`src/rtl/slc_rx_pkg.sv`:
```
package slc_rx_pkg;

  // strobes from the control FSM to the datapath
  typedef struct packed {
    logic shiftEn;  // shift the received Fs bit into the window
    logic loadMsg;  // publish message bits and set the update flag
  } ctlStrobes_t;

endpackage

```
`src/rtl/slc_rx_control.sv`:
```
module slc_rx_control
  import slc_rx_pkg::*;
#(
  parameter int FS_N       = 36,
  parameter int MISS_LIMIT = 2
) (
  input  logic        clk,
  input  logic        rstN,
  input  logic        enable,
  input  logic        frameStb,
  input  logic        fsPos,
  input  logic        alignNext,
  output ctlStrobes_t strb,
  output logic        locked
);

  localparam int IDX_W  = $clog2(FS_N);
  localparam int MISS_W = $clog2(MISS_LIMIT + 1);
  localparam logic [IDX_W-1:0]  LAST_IDX  = IDX_W'(FS_N - 1);
  localparam logic [MISS_W-1:0] LAST_MISS = MISS_W'(MISS_LIMIT - 1);

  logic              fsEvt;
  logic [IDX_W-1:0]  fsIdx, fillCnt;
  logic [MISS_W-1:0] missCnt;
  logic              filled, atBoundary;

  assign fsEvt      = frameStb & fsPos & enable;
  assign filled     = (fillCnt == LAST_IDX);
  assign atBoundary = (fsIdx == LAST_IDX);

  // strobes toward the datapath
  always_comb begin
    strb.shiftEn = fsEvt;
    strb.loadMsg = 1'b0;
    if (fsEvt) begin
      if (!locked) strb.loadMsg = filled & alignNext;
      else         strb.loadMsg = atBoundary & alignNext;
    end
  end

  always_ff @(posedge clk or negedge rstN) begin
    if (!rstN) begin
      locked  <= 1'b0;
      fsIdx   <= '0;
      fillCnt <= '0;
      missCnt <= '0;
    end else if (!enable) begin
      locked  <= 1'b0;
      fsIdx   <= '0;
      fillCnt <= '0;
      missCnt <= '0;
    end else if (fsEvt) begin
      if (!locked) begin
        if (filled && alignNext) begin
          locked  <= 1'b1;
          fsIdx   <= '0;
          missCnt <= '0;
        end else if (!filled) begin
          fillCnt <= fillCnt + 1'b1;
        end
      end else if (atBoundary) begin
        fsIdx <= '0;
        if (alignNext) begin
          missCnt <= '0;
        end else if (missCnt == LAST_MISS) begin
          locked  <= 1'b0;
          missCnt <= '0;
        end else begin
          missCnt <= missCnt + 1'b1;
        end
      end else begin
        fsIdx <= fsIdx + 1'b1;
      end
    end
  end

  // a load is only ever requested on a matching window
  p_load_needs_match_r8: assert property (@(posedge clk) disable iff (!rstN)
    strb.loadMsg |-> alignNext);

  // lock rises only on a matching Fs frame
  p_lock_rise_match_r3: assert property (@(posedge clk) disable iff (!rstN)
    $rose(locked) |-> ($past(fsEvt) && $past(alignNext)));

  // without an Fs event the lock state holds
  p_ft_ignored_r2: assert property (@(posedge clk) disable iff (!rstN)
    (enable && !(frameStb && fsPos)) |=> ($stable(locked) && $stable(fsIdx)));

  // position counter stays inside one multiframe
  p_idx_range_r4: assert property (@(posedge clk) disable iff (!rstN)
    fsIdx <= LAST_IDX);

  // disabled extractor is never locked
  p_disable_unlock_r10: assert property (@(posedge clk) disable iff (!rstN)
    !enable |=> !locked);

endmodule

```
`src/rtl/slc_rx_datapath.sv`:
```
module slc_rx_datapath
  import slc_rx_pkg::*;
#(
  parameter int               FS_N       = 36,
  parameter int               REG_W      = 8,
  parameter logic [FS_N-1:0]  ALIGN_MASK = 36'hFC000003F,
  parameter logic [FS_N-1:0]  ALIGN_PAT  = 36'hC4000001C
) (
  input  logic             clk,
  input  logic             rstN,
  input  ctlStrobes_t      strb,
  input  logic             fBit,
  input  logic             updClr,
  output logic             alignNext,
  output logic [REG_W-1:0] msgReg0,
  output logic [REG_W-1:0] msgReg1,
  output logic [REG_W-1:0] msgReg2,
  output logic             updFlag
);

  localparam int MSG_W = 3 * REG_W;

  logic [FS_N-2:0] win;      // older Fs bits, index 0 oldest
  logic [FS_N-1:0] winNext;  // window including the bit on the input now
  logic [MSG_W-1:0] msgNext;

  function automatic logic [MSG_W-1:0] packMsg(input logic [FS_N-1:0] w);
    logic [MSG_W-1:0] o;
    int k;
    o = '0;
    k = 0;
    for (int i = 0; i < FS_N; i++) begin
      if (!ALIGN_MASK[i]) begin
        if (k < MSG_W) o[k] = w[i];
        k++;
      end
    end
    return o;
  endfunction

  assign winNext   = {fBit, win};
  assign alignNext = (((winNext ^ ALIGN_PAT) & ALIGN_MASK) == '0);
  assign msgNext   = packMsg(winNext);

  always_ff @(posedge clk or negedge rstN) begin
    if (!rstN) win <= '0;
    else if (strb.shiftEn) win <= winNext[FS_N-1:1];
  end

  always_ff @(posedge clk or negedge rstN) begin
    if (!rstN) begin
      msgReg0 <= '0;
      msgReg1 <= '0;
      msgReg2 <= '0;
    end else if (strb.loadMsg) begin
      msgReg0 <= msgNext[REG_W-1:0];
      msgReg1 <= msgNext[2*REG_W-1:REG_W];
      msgReg2 <= msgNext[3*REG_W-1:2*REG_W];
    end
  end

  always_ff @(posedge clk or negedge rstN) begin
    if (!rstN)             updFlag <= 1'b0;
    else if (strb.loadMsg) updFlag <= 1'b1;
    else if (updClr)       updFlag <= 1'b0;
  end

  // registers hold unless a load is strobed
  p_hold_regs_r6: assert property (@(posedge clk) disable iff (!rstN)
    !strb.loadMsg |=> ($stable(msgReg0) && $stable(msgReg1) && $stable(msgReg2)));

  // set beats a simultaneous clear
  p_set_wins_r7: assert property (@(posedge clk) disable iff (!rstN)
    strb.loadMsg |=> updFlag);

  // a lone clear empties the flag
  p_clear_r7: assert property (@(posedge clk) disable iff (!rstN)
    (updClr && !strb.loadMsg) |=> !updFlag);

endmodule

```
`src/rtl/slc_rx_extract.sv`:
```
module slc_rx_extract
  import slc_rx_pkg::*;
#(
  parameter int               FS_N       = 36,
  parameter int               REG_W      = 8,
  parameter int               MISS_LIMIT = 2,
  parameter logic [FS_N-1:0]  ALIGN_MASK = 36'hFC000003F,
  parameter logic [FS_N-1:0]  ALIGN_PAT  = 36'hC4000001C
) (
  input  logic             clk,
  input  logic             rstN,
  input  logic             enable,
  input  logic             frameStb,
  input  logic             fsPos,
  input  logic             fBit,
  input  logic             updClr,
  output logic             locked,
  output logic             updFlag,
  output logic [REG_W-1:0] msgReg0,
  output logic [REG_W-1:0] msgReg1,
  output logic [REG_W-1:0] msgReg2
);

  ctlStrobes_t strb;
  logic        alignNext;

  slc_rx_control #(
    .FS_N(FS_N), .MISS_LIMIT(MISS_LIMIT)
  ) ctl_i (
    .clk(clk), .rstN(rstN), .enable(enable), .frameStb(frameStb),
    .fsPos(fsPos), .alignNext(alignNext), .strb(strb), .locked(locked)
  );

  slc_rx_datapath #(
    .FS_N(FS_N), .REG_W(REG_W), .ALIGN_MASK(ALIGN_MASK), .ALIGN_PAT(ALIGN_PAT)
  ) dp_i (
    .clk(clk), .rstN(rstN), .strb(strb), .fBit(fBit), .updClr(updClr),
    .alignNext(alignNext), .msgReg0(msgReg0), .msgReg1(msgReg1),
    .msgReg2(msgReg2), .updFlag(updFlag)
  );

  // a fresh flag always comes with lock
  p_flag_rise_locked_r8: assert property (@(posedge clk) disable iff (!rstN)
    $rose(updFlag) |-> locked);

endmodule

```
`config.mk`:
```
export PLATFORM = sky130hd
export DESIGN_NAME = slc_rx_extract
export DESIGN_NICKNAME = d
export VERILOG_FILES = /design/src/rtl/slc_rx_pkg.sv /design/src/rtl/slc_rx_control.sv /design/src/rtl/slc_rx_datapath.sv /design/src/rtl/slc_rx_extract.sv
export SDC_FILE = /design/constraint.sdc
export NUM_CORES = 1
export LEC_CHECK = 0
export ABC_AREA = 1
export ABC_CLOCK_PERIOD_IN_PS = 4500
export CORE_ASPECT_RATIO = 0.75
export CORE_MARGIN = 2
export CORE_UTILIZATION = 30
export DETAILED_ROUTE_END_ITERATION = 10
export DONT_BUFFER_PORTS = 1
export PLACE_DENSITY_LB_ADDON = 0.25
export SLEW_MARGIN = 20
export SYNTH_ARGS = -nofsm -noshare
export SYNTH_HDL_FRONTEND = slang
export SYNTH_SLANG_ARGS = --single-unit
```
`constraint.sdc`:
```
create_clock -name clk -period 4.5 [get_ports clk]
set_input_delay 0.675 -clock clk [delete_from_list [all_inputs] [get_ports clk]]
set_output_delay 0.675 -clock clk [all_outputs]
set_load 0.01 [all_outputs]
```
# Word level (Yosys, flattened, before mapping)
# Index checks and enable logic that the tools add are counted.
[word_totals] latch_bits=0 mem_count=0 output_inout_bits=26 regBits=75 wordCells=60 ram_bits=0 rom_bits=0 input_bits=7
[classes] n_mul=0 reduce_logical=6 addsub=3 n_lt_le_gt_ge=0 eq_ne=9 bitwise_logic=5 mux=28 div_mod_pow=0 n_shift=0
[ops] op="$mux W6" count=10
[ops] op="$logic_not A36 Y1" count=1
[ops] op="$mux W2" count=7
[ops] op="$add A6 B1 Y6 const B" count=2
[ops] op="$eq A6 B6 Y1 const B" count=2
[ops] op="$mux W1" count=11
[ops] op="$ne A2 B2 Y1 const B" count=3
[ops] op="$not A6 Y6" count=1
[ops] op="$and A1 B1 Y1" count=4
[ops] op="$reduce_and A4 Y1" count=1
[ops] op="$ne A3 B1 Y1 const B" count=1
[ops] op="$ne A3 B3 Y1 const B" count=1
[ops] op="$reduce_and A3 Y1" count=1
[ops] op="$add A2 B1 Y2 const B" count=1
[ops] op="$eq A2 B1 Y1 const B" count=1
[ops] op="$ne A2 B1 Y1 const B" count=1
[ops] op="$reduce_and A2 Y1" count=1
[ops] op="$reduce_bool A2 Y1" count=1
[ops] op="$logic_and A1 B1 Y1" count=1

# Logic depth before layout (Yosys ltp)
# Gate-level depths: netlist of run 1.
[depth] ltp_word=7 depth_mapped=9 depth_no_buf=9

# Modules after synthesis
# A second synthesis of run 1 with hierarchy kept.
[unflattened] hier_cells=370 area_unflattened_um2=3260.6
[by_module_without_submodules] mod="slc_rx_datapath" seq_area_each_um2=1501.4 n_inst=1 cells_per_inst=234 area_each_um2=2267.2
[by_module_without_submodules] mod="slc_rx_control" seq_area_each_um2=375.4 n_inst=1 cells_per_inst=136 area_each_um2=993.5

# Worst setup path after synthesis of run 1
# Ideal clock, no wire load.
[synth_path] path_kind="input to register" startpoint="in fBit" endpoint="reg dp_i.msgReg0[0]" required_time_ps=4383 arrival_ps=1485 path_buffers=1 cell_stages=8 setup_slack_ps=2898 setup_time_ps=117 path_cell_list="nand2_1 > nor2_2 > nand3_2 > nor2_8 > nand2_4 > buf_6 > nand2_1 > nand2_1"
[synth_via] elab_chain_cells=5 word_cells_on_any_way=6 classes_between="mux: 2; bitwise: 3; reduce/logical: 1"
[synth_rtl] element="start: declaration" line="slc_rx_extract.sv:15" rtl="input logic fBit,"
[synth_rtl] element="$not A6 Y6 (no line) *"
[synth_rtl] element="$logic_not A36 Y1 *" line="slc_rx_datapath.sv:42" rtl="assign alignNext = (((winNext ^ ALIGN_PAT) & ALIGN_MASK) == '0);"
[synth_rtl] element="$and A1 B1 Y1 (on tied branches)" line="slc_rx_control.sv:36, slc_rx_control.sv:37"
[synth_rtl] element="$mux W1 *" line="slc_rx_control.sv:36" rtl="if (!locked) strb.loadMsg = filled & alignNext;"
[synth_rtl] element="$mux W1 *" line="slc_rx_control.sv:35" rtl="if (fsEvt) begin"
[synth_rtl] element="end signal: assignment" line="slc_rx_datapath.sv:56" rtl="msgReg0 <= msgNext[REG_W-1:0];"
[synth_rtl] element="end: declaration" line="slc_rx_datapath.sv:15" rtl="output logic [REG_W-1:0] msgReg0,"
# Mark *: on every way between the ends. The rest lies on a longest branch, timed or not.
# A chain may end at the register's enable or synchronous reset.

# Worst setup path after layout of run 1
[layout_path] startpoint="reg ctl_i.fillCnt[0]" endpoint="reg dp_i.msgReg2[1]"
[layout_via] elab_chain_cells=4
[layout_rtl] element="start: declaration" line="slc_rx_control.sv:23" rtl="logic [IDX_W-1:0] fsIdx, fillCnt;"
[layout_rtl] element="start signal: assignment" line="slc_rx_control.sv:59" rtl="fillCnt <= fillCnt + 1'b1;"
[layout_rtl] element="$eq A6 B6 Y1" line="slc_rx_control.sv:28" rtl="assign filled = (fillCnt == LAST_IDX);"
[layout_rtl] element="$and A1 B1 Y1" line="slc_rx_control.sv:36"
[layout_rtl] element="$mux W1" line="slc_rx_control.sv:36"
[layout_rtl] element="$mux W1" line="slc_rx_control.sv:35"
[layout_rtl] element="end signal: assignment" line="slc_rx_datapath.sv:58" rtl="msgReg2 <= msgNext[3*REG_W-1:2*REG_W];"
[layout_rtl] element="end: declaration" line="slc_rx_datapath.sv:17" rtl="output logic [REG_W-1:0] msgReg2,"
# No other way between the ends.

==> metrics.md, run 1 <==
| Metric | Value |
|---|---|
| PD cells | 417 mW/mm2 |
| Synth top area cells | dfrtp_1 (56%), nand2_1 (19%), nand3_1 (7.0%) |
| Drt first pass iters | 4 |
| Max cap viols | 0 |
| List of most frequent post-synthesis cells | nand2_1 (173), dfrtp_1 (75), nand3_1 (47) |
| #FFs+latches synth | 75 |
| CTS Hold Bufs | 0 |
| PortBufs | 0 |
| Seq/Total Area, Yosys | 55.9% |
| Max transition margin | 34.6% |
| CTS tree | built |
| Total power after layout | 1.55 mW |
| Count leader, synth | nand2_1 |
| Critical Path End Type | register |
| Clk buf depth | 2 |
| CORE AREA | 0.0109 mm2 |
| Period utilisation layout | 44.4% |
| Cell taking the most area after synthesis | dfrtp_1 |
| Tmin final | 2000 ps |
| Post-DRT Antenna Nets | 0 |
| Distinct cells, synth | 28 |
| First-pass GRT wire length | 11700 um |
| Yosys warns | 0 |
| WL final | 6690 um |
| Synth Area per Inst | 8.43 um2 |
| Syn nets | 407 |
| Fin nets | 403 |
| Postcts setup bufs | 0 |
| Setup TNS | 0 ps |
| Main synth FF type | dfrtp_1 |
| Vias in the first global route | 2387 |
| DR WL/cell | 12.4 um |
| Crit path kind | reg -> reg |
| Synth top area share | 55.9% |
| Critical Path RT | 4720 ps |
| Total grt overflow | 0 |
| RSZ-0062 raised after global routing | no |
| Fin. Hold Viols | 0 |
| Setup violations, final | 0 |
| Maximum vdd drop | 169 uV |
| Initial drt markers | 178 |
| Die W | 126 um |
| Least-Margin Pin Slew | 979 ps |
| Fraction of registers with async set/reset | 100% |
| Antenna violations before repair | 0 |
| CTS H-tree depth | 3 |
| Startpoint types | register |
| Post_cts resized | 0 |
| Dpl hpwl | 4320 um |
| FP Rows | 33 |
| # DRC | 0 |
| Antenna diodes | 0 |
| Reg-to-reg slack, setup | 2500 ps |
| Pleak | 1.99 nW |
| Die Ht | 95.6 um |
| Final Max Tran Viols | 0 |
| Via/cell ratio | 4.55 |
| Clock-pin slew on the worst setup and hold paths | 60 ps |
| Mapped Area | 0.00336 mm2 |
| Starting Density | 30.8% |
| Largest fanout on the critical path | 25 |
| Clock Sinks | 75 |
| Status | finished, final reports clean |
| RePlAce Congestion | 0.819 |
| Largest net degree at the start of global routing | 76 |
| Setup Skew | 8.21 ps |
| I/O pin cnt | 33 |
| Share of cells above drive strength 1 | 8.29% |
| CTS Root Cell | clkbuf_16 |
| Clk Latency, worst-skew pair | 330 ps |
| Post-synthesis instance total | 398 |
| Min-Delay Path Class | in -> async |
| Synth-to-Final Area Change | 11.0% |
| WP data arrival | 2220 ps |
| Vias | 2450 |
| Total track usage | 12.2% |
| Number of flops mapped to enable cells by yosys | 0 |
| Full die area | 0.0121 mm2 |
| CTS Buf Count | 9 |
| Fmax | 500 MHz |
power breakdown:
group | internal, mW | switching, mW
logic | 0.0273 | 0.0488
registers | 0.727 | 0.0396
clock network | 0.441 | 0.269
total | 1.20 | 0.357
cells in the final DEF (no fill, tap or decap), drive strengths merged:
master / Yosys / layout
nand2: 177 / 177
dfrtp: 75 / 75
nand3: 48 / 48
inv: 25 / 25
nor2: 25 / 25
o21ai: 14 / 14
clkbuf: 0 / 11
nand4: 4 / 4
xor2: 4 / 4
nor3: 2 / 2
o31ai: 2 / 2
ha: 2 / 2
clkinv: 0 / 2
or2: 1 / 1
nand3b: 1 / 1
xnor2: 1 / 1
o22ai: 1 / 1
clkinvlp: 0 / 1
bufinv: 0 / 1
buf: 16 / 1
layout make-up:
cell class	instances	area, um2
Multi-Input combinational cell	282	1280
Timing Repair Buffer	1	7.51
Sequential cell	75	1880
Clock inverter	4	51.3
Fill cell	1160	7180
Tap cell	140	175
Clock buffer	11	243
Inverter	25	93.8
cell families (layout without fill, tap and decap cells):
kind of cell	Yosys count	after routing	synth area share (%)
AO/OA/AOI/OAI	17	17	2.83
flip-flops	75	75	55.9
XOR/XNOR	5	5	1.30
adder cells (fa/ha/maj)	2	2	0.746
AND/OR/NAND/NOR	258	258	33.2
buffers and inverters	41	41	6.00
critical path, cell delays in order (launching register included):
cell and delay, ps:
dfrtp_1 430, ha_1 250, nand3_1 140, o21ai_2 190, nand2_2 110, nor2_8 320
nand2_4 270, nand2_1 130, nand2_1 50
flip-flops by register name, indices dropped and copies added, names as in the netlist:
signal,flops
dp_i.updFlag,1
ctl_i.missCnt,2
dp_i.msgReg2,8
ctl_i.locked,1
dp_i.msgReg1,8
ctl_i.fsIdx,6
dp_i.win,35
ctl_i.fillCnt,6
dp_i.msgReg0,8
routing by layer:
layer | share of wire (%) | vias up | GRT usage (%)
met4 | 1.0 | 0 | 3.85
met1 | 52 | 1156 | 17.3
li1 | - | 1242 | -
met5 | 0 | - | 0
met2 | 42 | 46 | 17.5
met3 | 5.2 | 6 | 4.38
path summary, 6_finish.rpt:
kind | from | end | depth (start not counted)
max in group asynchronous | rstN | dp_i.msgReg0[3] | 0
worst min register to register | dp_i.win[32] | dp_i.win[31] | 2
worst max-delay path | ctl_i.fillCnt[0] | dp_i.msgReg2[1] | 8
worst max register to register | ctl_i.fillCnt[0] | dp_i.msgReg2[1] | 8
min in group clk | updClr | dp_i.updFlag | 1
worst min-delay path | rstN | dp_i.msgReg2[3] | 0
stage by stage:
| step | instance area [um2] | cells | utilization (%) | setup WS [ps] | hold WS [ps] |
|---|---|---|---|---|---|
| 2_1_floorplan | 3360 | 398 | - | 2900 | 379 |
| 3_3_place_gp | 3430 | 523 | 31.5 | 2300 | 384 |
| 3_5_place_dp | 3430 | 523 | 31.5 | 2240 | 383 |
| 4_1_cts | 3720 | 538 | 34.2 | 2490 | 27.2 |
| 5_1_grt | 3720 | 538 | 34.2 | 2310 | 16.9 |
| 6_report | 3720 | 538 | 34.2 | 2500 | 38.2 |
Power figures use the tool's default switching activity.
==> run 2, diff against run 1 <==
--- a/config.mk
+++ b/config.mk
@@ -6,7 +6,7 @@
 export NUM_CORES = 1
 export LEC_CHECK = 0
 export ABC_AREA = 1
-export ABC_CLOCK_PERIOD_IN_PS = 4500
+export ABC_CLOCK_PERIOD_IN_PS = 1670
 export CORE_ASPECT_RATIO = 0.75
 export CORE_MARGIN = 2
 export CORE_UTILIZATION = 30
==> constraint.sdc (replaced) <==
create_clock -name clk -period 1.67 [get_ports clk]
set_input_delay 0.2505 -clock clk [delete_from_list [all_inputs] [get_ports clk]]
set_output_delay 0.2505 -clock clk [all_outputs]
set_load 0.01 [all_outputs]
==> run 2 against run 1 <==
  * The run now ends with negative hold slack left
  * Power rose to 3.1 times the previous value
  * Clock power rose to 3.5 times the previous value
  * Clock skew up 0.97 ps
  * Flip-flop and latch count unchanged
  * Sequential power rose to 2.7 times the previous value
  * Register-to-register slack worse by 2500 ps
  * Routed wire length up 9.3%
  * Count of clock-buffer cells in the layout down 2
  * Sequential share of layout area down 4.6 points
  * Fmax up 23%
  * Critical path depth up 1
==> metrics.md, run 2 (synthesis gave the netlist of run 1 again) <==
| Metric | Value |
|---|---|
| Antenna violations before repair | 0 |
| Max transition margin | 68.1% |
| Max cap viols | 0 |
| CTS Hold Bufs | 1 |
| Vias | 2517 |
| RePlAce Congestion | 0.784 |
| Total power after layout | 4.80 mW |
| Post-DRT Antenna Nets | 0 |
| Vias in the first global route | 2356 |
| Period utilisation layout | 97.3% |
| Die W | 126 um |
| CTS H-tree depth | 3 |
| WL final | 7310 um |
| Critical Path End Type | register |
| Crit-path cells | ha_2 -> nand3_4 -> o21ai_2 -> nand2_2 -> nor2_8 -> buf_12 -> nand2_8 -> nand2_1 -> nand2_1 |
| Critical Path RT | 1900 ps |
| Share of cells above drive strength 1 | 15.1% |
| Full die area | 0.0121 mm2 |
| DR WL/cell | 13.1 um |
| Max reg flops | 35 |
| Cell mode on critical path | nand2_1 |
| I/O pin cnt | 33 |
| Largest Register | dp_i.win |
| Slowest cell on the critical path | dfrtp_1 |
| Status | finished with violations |
| Slowest stage delay, CP | 380 ps |
| Pleak | 2.12 nW |
| Final Max Tran Viols | 0 |
| Tmin final | 1630 ps |
| Largest fanout on the critical path | 12 |
| WP data arrival | 1860 ps |
| First-pass GRT wire length | 11600 um |
| Setup Skew | 9.18 ps |
| Hold WS | -389 ps |
| Die Ht | 95.6 um |
| Min-Delay Path Class | in -> async |
| CP delay by family, top | simple AND/OR/NAND/NOR gates |
| Fin nets | 421 |
| Total grt overflow | 0 |
| Setup violations, final | 0 |
| Via/cell ratio | 4.52 |
| Largest net degree at the start of global routing | 76 |
| Synth-to-Final Area Change | 22.1% |
| PD cells | 1170 mW/mm2 |
| FP Rows | 33 |
| Dpl hpwl | 4420 um |
| Design area | 0.00410 mm2 |
| Drt first pass iters | 4 |
| CTS Root Cell | clkbuf_16 |
| Worst path bufs/invs | 1 |
| Most frequent cells in the layout | nand2_1 (169), dfrtp_1 (75), nand3_1 (42) |
| Startpoint types | register |
| Starting Density | 30.8% |
| Crit path kind | reg -> reg |
| Clk Latency, worst-skew pair | 340 ps |
| Least-Margin Pin Slew | 477 ps |
| Clock Sinks | 75 |
| Commonest non-fill, non-tap cell in the layout | nand2_1 |
| Fmax | 615 MHz |
| Dpl cell area | 0.00352 mm2 |
| CTS Buf Count | 9 |
| Clock-pin slew on the worst setup and hold paths | 60 ps |
| Fin. Hold Viols | 75 |
| CTS tree | built |
| Total track usage | 12.4% |
| Maximum vdd drop | 533 uV |
| CORE AREA | 0.0109 mm2 |
| RSZ-0062 raised after global routing | yes |
| Clk buf depth | 2 |
| Antenna diodes | 0 |
| PortBufs | 0 |
| # DRC | 0 |
| Initial drt markers | 196 |
| Reg-to-reg slack, setup | 40 ps |
| Failing checks | negative hold slack |
-- run 2: routing by layer --
layer | global-route usage, % | routed length [um]
met5 | 0 | 0
met4 | 4.12 | 84
met3 | 5.33 | 428
met2 | 18.3 | 3230
met1 | 16.4 | 3570
-- run 2: metrics by stage --
stage          util [%]  setup TNS (ps)  instances  setup WS [ps]
6_report           37.6               0        557           44.7
5_1_grt            37.6            -891        557          -49.6
4_1_cts            36.1               0        549           2.79
3_5_place_dp       32.3               0        532           1.94
3_3_place_gp       32.3               0        532           19.8
2_1_floorplan         -               0        398            181
-- run 2: report_power, final --
group	internal [mW]	switching [mW]
registers	1.96	0.107
logic	0.0856	0.141
clock network	1.76	0.748
-- run 2: path summary, 6_finish.rpt --
path,endpoint,depth (start not counted),start
hold reg to reg,ctl_i.missCnt[1],2,ctl_i.missCnt[1]
max in group asynchronous,ctl_i.fillCnt[2],0,rstN
setup reg to reg,dp_i.msgReg1[6],9,ctl_i.fillCnt[1]
setup / recovery,dp_i.msgReg1[6],9,ctl_i.fillCnt[1]
hold / removal,dp_i.win[27],0,rstN
min in group clk,ctl_i.fillCnt[3],2,enable
-- run 2: repair_timing --
item | CTS | global route
pin swaps | 0 | 9
endpoints found under the setup margin | 24 | 30
gates resized for setup | 1 | 15
cloned | 0 | 3
setup buffers | 0 | 5
endpoints found under the hold margin | 76 | 75
-- run 2: layout make-up --
class	count	area, um2
clock inverter	7	164
multi-input combinational	284	1370
timing repair buffer	17	189
inverter	25	93.8
sequential	75	1880
fill	1110	6800
tap	140	175
clock buffer	9	225
-- run 2: worst register-to-register path: stages, from the launching register on --
cell	delay [ps]
dfrtp_1	380
ha_2	220
nand3_4	90
o21ai_2	170
nand2_2	100
nor2_8	120
buf_12	170
nand2_8	120
nand2_1	100
nand2_1	50
==> run 3, diff against run 2 <==
--- a/config.mk
+++ b/config.mk
@@ -10,6 +10,7 @@
 export CORE_ASPECT_RATIO = 0.75
 export CORE_MARGIN = 2
 export CORE_UTILIZATION = 30
+export CTS_BUF_LIST = sky130_fd_sc_hd__clkbuf_2
 export DETAILED_ROUTE_END_ITERATION = 10
 export DONT_BUFFER_PORTS = 1
 export PLACE_DENSITY_LB_ADDON = 0.25
==> run 3 against run 2 <==
  * The run still ends with negative hold slack left
  * Combinational power increased by 5%
  * Die area unchanged
  * Sequential power about the same
  * Core utilization decreased by 1.2 points
==> metrics.md, run 3 (synthesis gave the netlist of run 1 again) <==
| Metric | Value |
|---|---|
| FF-to-FF End | dp_i.msgReg2[5] |
| CTS Hold Bufs | 3 |
| Drt first pass iters | 4 |
| Critical Path End Type | register |
| FP Rows | 33 |
| PortBufs | 0 |
| Total grt overflow | 0 |
| Dpl cell area | 0.00352 mm2 |
| WP data arrival | 2120 ps |
| Initial drt markers | 170 |
| CTS Root Cell | clkbuf_2 |
| Fmax | 613 MHz |
| Setup TNS | 0 ps |
| Layout Utilization | 36.4% |
| CTS Buf Count | 9 |
| Clock Sinks | 75 |
| Max cap viols | 0 |
| Crit-path cells | ha_2 -> nand3_4 -> o21ai_2 -> nand2_2 -> nor2_8 -> buf_12 -> clkbuf_16 -> nand3_1 -> nand2_1 |
| Fin nets | 424 |
| Clock-pin slew on the worst setup and hold paths | 220 ps |
| CP delay by family, top | flip-flops |
| Slowest cell on the critical path | dfrtp_1 |
| Critical Path RT | 2160 ps |
| Post-DRT Antenna Nets | 0 |
| Reg2reg path depth | 9 |
| Setup violations, final | 0 |
| Total track usage | 12.2% |
| Largest fanout on the critical path | 8 |
| Synth-to-Final Area Change | 18.3% |
| Hold WS | -644 ps |
| CORE AREA | 0.0109 mm2 |
| Die Ht | 95.6 um |
| Startpoint types | register |
| Clk Latency, worst-skew pair | 550 ps |
| Vias in the first global route | 2361 |
| Fin. Hold Viols | 75 |
| Max reg flops | 35 |
| WL final | 7210 um |
| Most frequent cells in the layout | nand2_1 (167), dfrtp_1 (75), nand3_1 (42) |
| Min-Delay Path Class | in -> async |
| PD cells | 982 mW/mm2 |
| Pleak | 2.10 nW |
| Setup Skew | 39.5 ps |
| Largest Register | dp_i.win |
| Share of cells above drive strength 1 | 15.7% |
| Final Max Tran Viols | 0 |
| Clk buf depth | 2 |
| Worst slack, placed | 1.94 ps |
| Largest net degree at the start of global routing | 76 |
| Crit path kind | reg -> reg |
| Reg-to-reg slack, setup | 40 ps |
| Period utilisation layout | 97.7% |
| Starting Density | 30.8% |
| I/O pin cnt | 33 |
| CTS H-tree depth | 3 |
| Max transition margin | 56.5% |
| First-pass GRT wire length | 11500 um |
| Failing checks | negative hold slack |
| Commonest non-fill, non-tap cell in the layout | nand2_1 |
| Worst path depth | 9 |
| Least-Margin Pin Slew | 650 ps |
| FF-to-FF Start | ctl_i.fillCnt[1] |
| Dpl hpwl | 4420 um |
| Post-route setup slack | 39.1 ps |
| RePlAce Congestion | 0.784 |
| Via/cell ratio | 4.52 |
| Full die area | 0.0121 mm2 |
| Total power after layout | 3.90 mW |
| RSZ-0062 raised after global routing | yes |
| Vias | 2529 |
| Status | finished with violations |
| Antenna violations before repair | 0 |
| Slowest stage delay, CP | 430 ps |
| Worst path bufs/invs | 2 |
| Antenna diodes | 0 |
| # DRC | 0 |
| Die W | 126 um |
| CTS tree | built |
| DR WL/cell | 12.9 um |
| Design area | 0.00397 mm2 |
| Tmin final | 1630 ps |
| Maximum vdd drop | 539 uV |
-- run 3: cell count changes in the layout (fill, tap and decap cells not counted) --
cell           change
nand2_4            +2
o21ai_1            +1
o21ai_0            -1
clkbuf_16          -8
nand3_2            -1
clkbuf_2           +9
dlygate4sd3_1      +2
nand2_1            -2
nand3_4            +1
nand2_2            +1
nand2_8            -1
-- run 3: routing by layer --
layer  global-route usage (%)  routed length, um  vias to the layer above
li1                         -                  -                     1288
met1                     16.5               3650                     1191
met2                     18.1               3070                       41
met3                     4.66                398                        9
met4                     3.85                 90                        0
met5                        0                  0                        -
-- run 3: worst register-to-register path: stages (launching register included) --
cell	delay (ps)
dfrtp_1	430
ha_2	220
nand3_4	80
o21ai_2	170
nand2_2	100
nor2_8	100
buf_12	160
clkbuf_16	170
nand3_1	60
nand2_1	70
-- run 3: per-stage QoR --
| stage | hold slack (ps) | std cells |
|---|---|---|
| 2_1_floorplan | -45.1 | 398 |
| 3_3_place_gp | -39.9 | 532 |
| 4_1_cts | -709 | 552 |
| 3_5_place_dp | -40.3 | 532 |
| 6_report | -644 | 560 |
| 5_1_grt | -706 | 560 |
-- run 3: worst max path at each step --
stage                       to  slack, ps        startpoint
2_1_floorplan  dp_i.msgReg0[0]        180  ctl_i.fillCnt[0]
3_3_place_gp   dp_i.msgReg2[3]         20  ctl_i.fillCnt[1]
3_5_place_dp   dp_i.msgReg0[5]          2  ctl_i.fillCnt[1]
4_1_cts         ctl_i.fsIdx[1]          5  ctl_i.fillCnt[1]
5_1_grt        dp_i.msgReg2[4]        -50  ctl_i.fillCnt[1]
6_report       dp_i.msgReg2[5]         40  ctl_i.fillCnt[1]
-- run 3: final cells by class --
cell class	count	area (um2)
sequential	75	1880
tap	140	175
clock inverter	7	164
fill	1140	6930
inverter	25	93.8
timing repair buffer	20	234
multi-input combinational	284	1380
clock buffer	9	45.0
-- run 3: where the power goes --
part	total (mW)	switching, mW	internal (mW)	leakage [nW]
Combinational	0.238	0.149	0.0888	0.951
Clock	1.60	0.655	0.944	0.116
Sequential	2.06	0.107	1.96	1.03
Total	3.90	0.911	2.99	2.10
-- run 3: timing repair --
| item | in CTS | in global routing |
|---|---|---|
| hold endpoints to repair | 92 | 75 |
| gates cloned | 0 | 4 |
| pin swaps | 1 | 12 |
| gates resized for setup | 1 | 19 |
| setup buffers | 1 | 4 |
| endpoints found under the setup margin | 25 | 34 |
